File: src/rtl/qmerge_pkg.sv
package qmerge_pkg;
  typedef enum logic [1:0] {
    OP_OTHER  = 2'b00,
    OP_LOAD   = 2'b01,
    OP_MERGE  = 2'b10,
    OP_OTHER2 = 2'b11
  } qm_op_e;
endpackage

File: src/rtl/qmerge_mask_reg.sv
module qmerge_mask_reg #(
  parameter int W = 32
) (
  input  logic         clk,
  input  logic         rst,
  input  logic         load_en,
  input  logic [W-1:0] load_val,
  input  logic         side_we,
  input  logic [W-1:0] side_val,
  input  logic         any_issue,
  output logic [W-1:0] mask,
  output logic         primed
);
  always_ff @(posedge clk) begin
    if (rst) begin
      mask   <= '0;
      primed <= 1'b0;
    end else begin
      if (load_en)      mask <= load_val;
      else if (side_we) mask <= side_val;
      if (load_en)        primed <= 1'b1;
      else if (any_issue) primed <= 1'b0;
    end
  end

  AST_MASK_HOLD: assert property (@(posedge clk) disable iff (rst)
    (!load_en && !side_we) |=> $stable(mask));
  AST_LOAD_WINS: assert property (@(posedge clk) disable iff (rst)
    (load_en && side_we) |=> (mask == $past(load_val)));
  AST_PRIME_SET: assert property (@(posedge clk) disable iff (rst)
    load_en |=> primed);
  AST_PRIME_DROP: assert property (@(posedge clk) disable iff (rst)
    (any_issue && !load_en) |=> !primed);
endmodule

File: src/rtl/qmerge_datapath.sv
module qmerge_datapath #(
  parameter int W = 32
) (
  input  logic         clk,
  input  logic         rst,
  input  logic         issue,
  input  logic         is_merge,
  input  logic [W-1:0] a,
  input  logic [W-1:0] b,
  input  logic [W-1:0] mask,
  output logic         vld,
  output logic [W-1:0] res
);
  logic [W-1:0] mix;
  for (genvar i = 0; i < W; i++) begin : g_bit
    assign mix[i] = mask[i] ? b[i] : a[i];
  end

  always_ff @(posedge clk) begin
    if (rst) begin
      vld <= 1'b0;
      res <= '0;
    end else begin
      vld <= issue;
      res <= (issue && is_merge) ? mix : '0;
    end
  end

  AST_VALID_LAG: assert property (@(posedge clk) disable iff (rst)
    issue |=> vld);
  AST_MERGE_BITS: assert property (@(posedge clk) disable iff (rst)
    (issue && is_merge) |=> (res == (($past(a) & ~$past(mask)) | ($past(b) & $past(mask)))));
endmodule

File: src/rtl/qmerge_unit.sv
module qmerge_unit #(
  parameter int W = 32
) (
  input  logic         clk,
  input  logic         rst,
  input  logic         issue_valid,
  input  logic [1:0]   opcode,
  input  logic [W-1:0] opd_a,
  input  logic [W-1:0] opd_b,
  input  logic         side_we,
  input  logic [W-1:0] side_data,
  output logic         primed,
  output logic         res_valid,
  output logic [W-1:0] result
);
  import qmerge_pkg::*;

  logic         is_load, is_merge;
  logic [W-1:0] mask;

  assign is_load  = issue_valid && (qm_op_e'(opcode) == OP_LOAD);
  assign is_merge = (qm_op_e'(opcode) == OP_MERGE);

  qmerge_mask_reg #(.W(W)) u_mask (
    .clk(clk), .rst(rst), .load_en(is_load), .load_val(opd_a),
    .side_we(side_we), .side_val(side_data), .any_issue(issue_valid),
    .mask(mask), .primed(primed)
  );

  qmerge_datapath #(.W(W)) u_dp (
    .clk(clk), .rst(rst), .issue(issue_valid), .is_merge(is_merge),
    .a(opd_a), .b(opd_b), .mask(mask), .vld(res_valid), .res(result)
  );

  AST_NOISSUE_IDLE: assert property (@(posedge clk) disable iff (rst)
    !issue_valid |=> (!res_valid && result == '0));
endmodule

File: config.mk
export PLATFORM = sky130hd
export DESIGN_NAME = qmerge_unit
export DESIGN_NICKNAME = d
export VERILOG_FILES = /design/src/rtl/qmerge_pkg.sv /design/src/rtl/qmerge_mask_reg.sv /design/src/rtl/qmerge_datapath.sv /design/src/rtl/qmerge_unit.sv
export SDC_FILE = /design/constraint.sdc
export NUM_CORES = 1
export LEC_CHECK = 0
export BUFFER_PORTS_ARGS = -buffer_cell sky130_fd_sc_hd__buf_4
export CAP_MARGIN = 0
export CORE_MARGIN = 5
export CORE_UTILIZATION = 43
export DETAILED_ROUTE_END_ITERATION = 16
export GPL_ROUTABILITY_DRIVEN = 0
export GPL_TIMING_DRIVEN = 1
export PLACE_DENSITY = 0.77
export SETUP_SLACK_MARGIN = 0.2
export SLEW_MARGIN = 20
export SYNTH_ARGS = -nofsm -noshare
export SYNTH_HDL_FRONTEND = slang
export SYNTH_SLANG_ARGS = --single-unit
File: constraint.sdc
create_clock -name clk -period 0.8 [get_ports clk]
set_input_delay 0 -clock clk [delete_from_list [all_inputs] [get_ports clk]]
set_output_delay 0 -clock clk [all_outputs]
set_load 0.05 [all_outputs]
# Word level (Yosys, flattened, before mapping)
# Index checks and enable logic that the tools add are counted.
# classes
bitwise	1
eq_ne	2
mux	36
reduce_logical	5
# ops
op	n
2-to-1 mux 32 bit	2
2-to-1 mux 1 bit	34
nonzero test 2 bit	2
equality test 2 x 1 -> 1 bit (second input constant)	1
equality test 2 bit (second input constant)	1
logical AND 1 bit	2
OR reduction 2 bit	1
inverter 1 bit	1
# word_totals
ff_bits	66
in_bits	102
output_inout_bits	34
wordCells	48

# Logic depth before layout (Yosys ltp)
# logic_depth
depth_word	4
ltp_mapped	5
depth_no_buf	2

# By module
# Synthesis repeated with hierarchy kept, for this count alone.
# hier_totals
hier_cells	250
hier_area_um2	2733.9
# modules_own_cells
module	seq_area_each_um2	n_inst	area_per_inst_um2	cells_each
qmerge_mask_reg	660.6	1	1552.7	146
qmerge_datapath	660.6	1	1166.1	102
qmerge_unit	0.0	1	15.0	2

# Least setup slack after synthesis
# No wires, ideal clock.
# synth_path
kind	register to register
startpoint	register u_mask.primed (netlist name)
endpoint	register u_mask.primed
slack_ps	-102
stages_incl_launch_ff	3
path_buffers	0
setup_time_ps	72
synth_period_minus_slack_ps	902
required_time_ps	728
arrival_time_ps	831
path_cell_list	dfxtp_1 -> nand2b_1 -> a21oi_1
# synth_lines
element	line_no	rtl
end signal: assignment	qmerge_mask_reg.sv:17	primed <= 1'b0;
end signal: assignment	qmerge_mask_reg.sv:21	if (load_en) primed <= 1'b1;
end signal: assignment	qmerge_mask_reg.sv:22	else if (any_issue) primed <= 1'b0;
end: declaration	qmerge_mask_reg.sv:12	output logic primed

# Worst setup path after layout
# layout_path
startpoint	register u_mask.primed
endpoint	output primed
# layout_lines
element	line_no	rtl
end: declaration	qmerge_unit.sv:12	output logic primed,
# No word-level cell between the ends.

==> flow_summary.toml <==
[synth]
syn-cell-area_mm2 = 0.003064
synthDistinctLibCells = 18
syn_area_per_cell_um2 = 11.97
synth.net_count = 358
netlist_instances = 256
ys_seq_area_share_pct = 43.12
yosysWarnings = 0
synth-seq-cells = 66

[cells_and_area]
synthToLayoutAreaGrowth_pct = 65.74
fin_area_mm2 = 0.005079
layout.cells.non_filler = 521
layout_commonest_cell = "buf_4"
final_cell_mix = "112 x buf_4, 65 x dfxtp_2, 57 x mux2i_1, 32 x nor2_1, 29 x and4bb_1"
drive_above_1_share_pct = 63.29
fin_nets = 523
diodes = 0
fill_cells = 487

[power_and_ir_drop]
p_total_mw = 8.297
p_sw_mw = 1.975
internal_power_mw = 6.323
share_comb_of_total_power_pct = 18.7
p_seq_share_pct = 43.3
worst_ir_drop_vdd_mv = 0.9393
p_per_area_mw_per_mm2 = 1634
p_sw_share_pct = 23.80
leakage_nw = 2.245
power_frac_clock_pct = 37.9

[worst_setup_path]
cp_num_buf_inv = 1
cpMaxStageDelayCell = "dfxtp_4"
start_kind = "register"
cpPeakStageDelay_ns = 0.36
crit_required_ns = 0.80
criticalPathCategory = "reg -> out"
critPathCaptureType = "output port"
critPathMaxFanout = 2
cp_top_family = "flip-flops"
arrival_ns = 0.84
path_cells = "buf_8"

[cts]
cts_hold_buf = 26
cts_setup_buffers = 0
cts-htree-levels = 3
cts_buffer_depth = 2
cts_tree = "yes"
numCtsBuffers = 9
clock_sinks = 66
clkTransAtPathRegs_ns = 0.07
clock-root-buffer = "clkbuf_8"
clock_latency_ns = 0.34

[placement]
dp.cells = 480
dp_hpwl_um = 6171
io_buffers = 135
placed_cell_area_mm2 = 0.004288

[floorplanning]
fp.dieW_um = 94.42
dieArea_mm2 = 0.008914
core_area_mm2 = 0.006869
std_cell_rows = 30
die_h_um = 94.42
io_pins = 136
start_util_pct = 44.61

[hold_path]
hp-class = "in -> reg"

[detailed_routing]
drt_first_pass_iters = 4
routed_wl_um = 8952
vias_per_cell = 5.035
wire_per_inst_um = 17.18
num_vias = 2623
drt-initial-drc-count = 42
route.detailed.drc = 0
ant_nets = 0

[timing]
layout_setup_ws_ns = -0.03715
finalHoldViolCount = 21
finalCriticalPeriod_ns = 0.8372
fin_hold_ws_ns = -0.1046
grt_setup_unrepaired = "yes"
fmax_mhz = 1195
finalSetupViolCount = 32
fin_crit_sh_pct = 104.6
slew_headroom_pct = 81.31
worst_pin_slew_ns = 0.2765
fin_worst_skew_ns = 0.01077
slew_viol_final = 0

[global_routing]
grt_pass1_wl_um = 14080
grt.total_usage_pct = 20.62
antenna_found_initial = 0
gr-total-overflow = 0
grt_max_degree = 25
grt_pass1_vias = 2957
met3_usage_pct = 6.135
gr-usage-met1_pct = 21.53
top_usage_layer = "met2"
met2_usage_pct = 38.48

[status]
violations = "negative hold slack, negative setup slack"
status = "finished, violations left"

[run]
maxCapViolations = 0
## Yosys cell counts, drive strengths merged
master / instances / share of area, %
dfxtp: 66 / 43
a211oi: 32 / 12
clkbuf: 9 / 1.2
nor4bb: 1 / 0.33
nor2b: 1 / 0.20
a21oi: 1 / 0.16
buf: 16 / 4.5
nand2b: 1 / 0.20
and4bb: 31 / 13
nor2: 32 / 3.9
nand4bb: 1 / 0.37
mux2i: 64 / 21
nand3b: 1 / 0.65
## path summary, 6_finish.rpt
| check | start | to | slack [ns] | depth (start not counted) |
|---|---|---|---|---|
| worst max-delay path | u_mask.primed | primed | -0.04 | 1 |
| worst min-delay path | opd_b[18] | u_dp.res[18] | -0.10 | 3 |
| worst max register to register | u_mask.mask[20] | u_mask.mask[20] | 0.07 | 2 |
| worst min register to register | u_mask.mask[18] | u_dp.res[18] | 0.50 | 2 |
## sequential cells by signal, indices dropped and copies added, names as in the netlist
| signal | cells |
|---|---|
| u_dp.res | 32 |
| u_mask.primed | 1 |
| u_dp.vld | 1 |
| u_mask.mask | 32 |
## timing repair
action / 4_1_cts / 5_1_grt
endpoints found under the hold margin: 37 / 21
pin swaps: 59 / 6
setup endpoints to repair: 98 / 99
resized for setup: 90 / 15
## metal layers
metal	up-vias	wire length, µm	share of wire, %
met5	-	0	0
met4	0	127	1.4
met3	16	614	6.9
met2	88	4813	54
met1	1231	3396	38
li1	1288	-	-
## power groups by stage
stage / Combinational (mW) / Sequential, mW / Clock, mW
2_1_floorplan: 0.681 / 3.74 / 0
3_3_place_gp: 1.34 / 3.64 / 0
3_5_place_dp: 1.37 / 3.65 / 0
4_1_cts: 1.51 / 3.59 / 3.20
5_1_grt: 1.66 / 3.61 / 3.35
6_report: 1.55 / 3.60 / 3.15
## through the flow
| stage | worst slack, ns | setup TNS, ns | util [%] | hold slack, ns |
|---|---|---|---|---|
| floorplan | 0.1278 | 0 | - | 0.1593 |
| global placement | 0.01189 | 0 | 62.42 | 0.2486 |
| detailed placement | -0.05090 | -0.3234 | 62.42 | 0.2567 |
| CTS | -0.04953 | -0.8147 | 73.08 | -0.1083 |
| global route | -0.05846 | -1.278 | 73.93 | -0.08893 |
| finish | -0.03715 | -0.4470 | 73.93 | -0.1046 |
## layout make-up
| type | instances | area (µm²) | area share, % |
|---|---|---|---|
| Clock buffer | 13 | 158.9 | 3.129 |
| Timing Repair Buffer | 179 | 1725 | 33.97 |
| Multi-Input combinational cell | 165 | 1608 | 31.66 |
| Sequential cell | 66 | 1406 | 27.69 |
| Clock inverter | 2 | 60.06 | 1.183 |
| Tap cell | 96 | 120.1 | 2.365 |
## worst reg2reg max path, stage by stage, from the launching register on
cell	delay (ns)
dfxtp_2	0.33
mux2i_2	0.18
a211oi_2	0.10
## kinds of logic (layout without fill, tap and decap cells)
kind of cell	Yosys count	after routing	synth area share (%)
multiplexers	64	64	20.91
AO/OA/AOI/OAI	33	33	11.92
buffers and inverters	25	194	5.716
AND/OR/NAND/NOR	68	68	18.33
flip-flops	66	66	43.12
No activity file was read; power rests on OpenSTA's default activity.
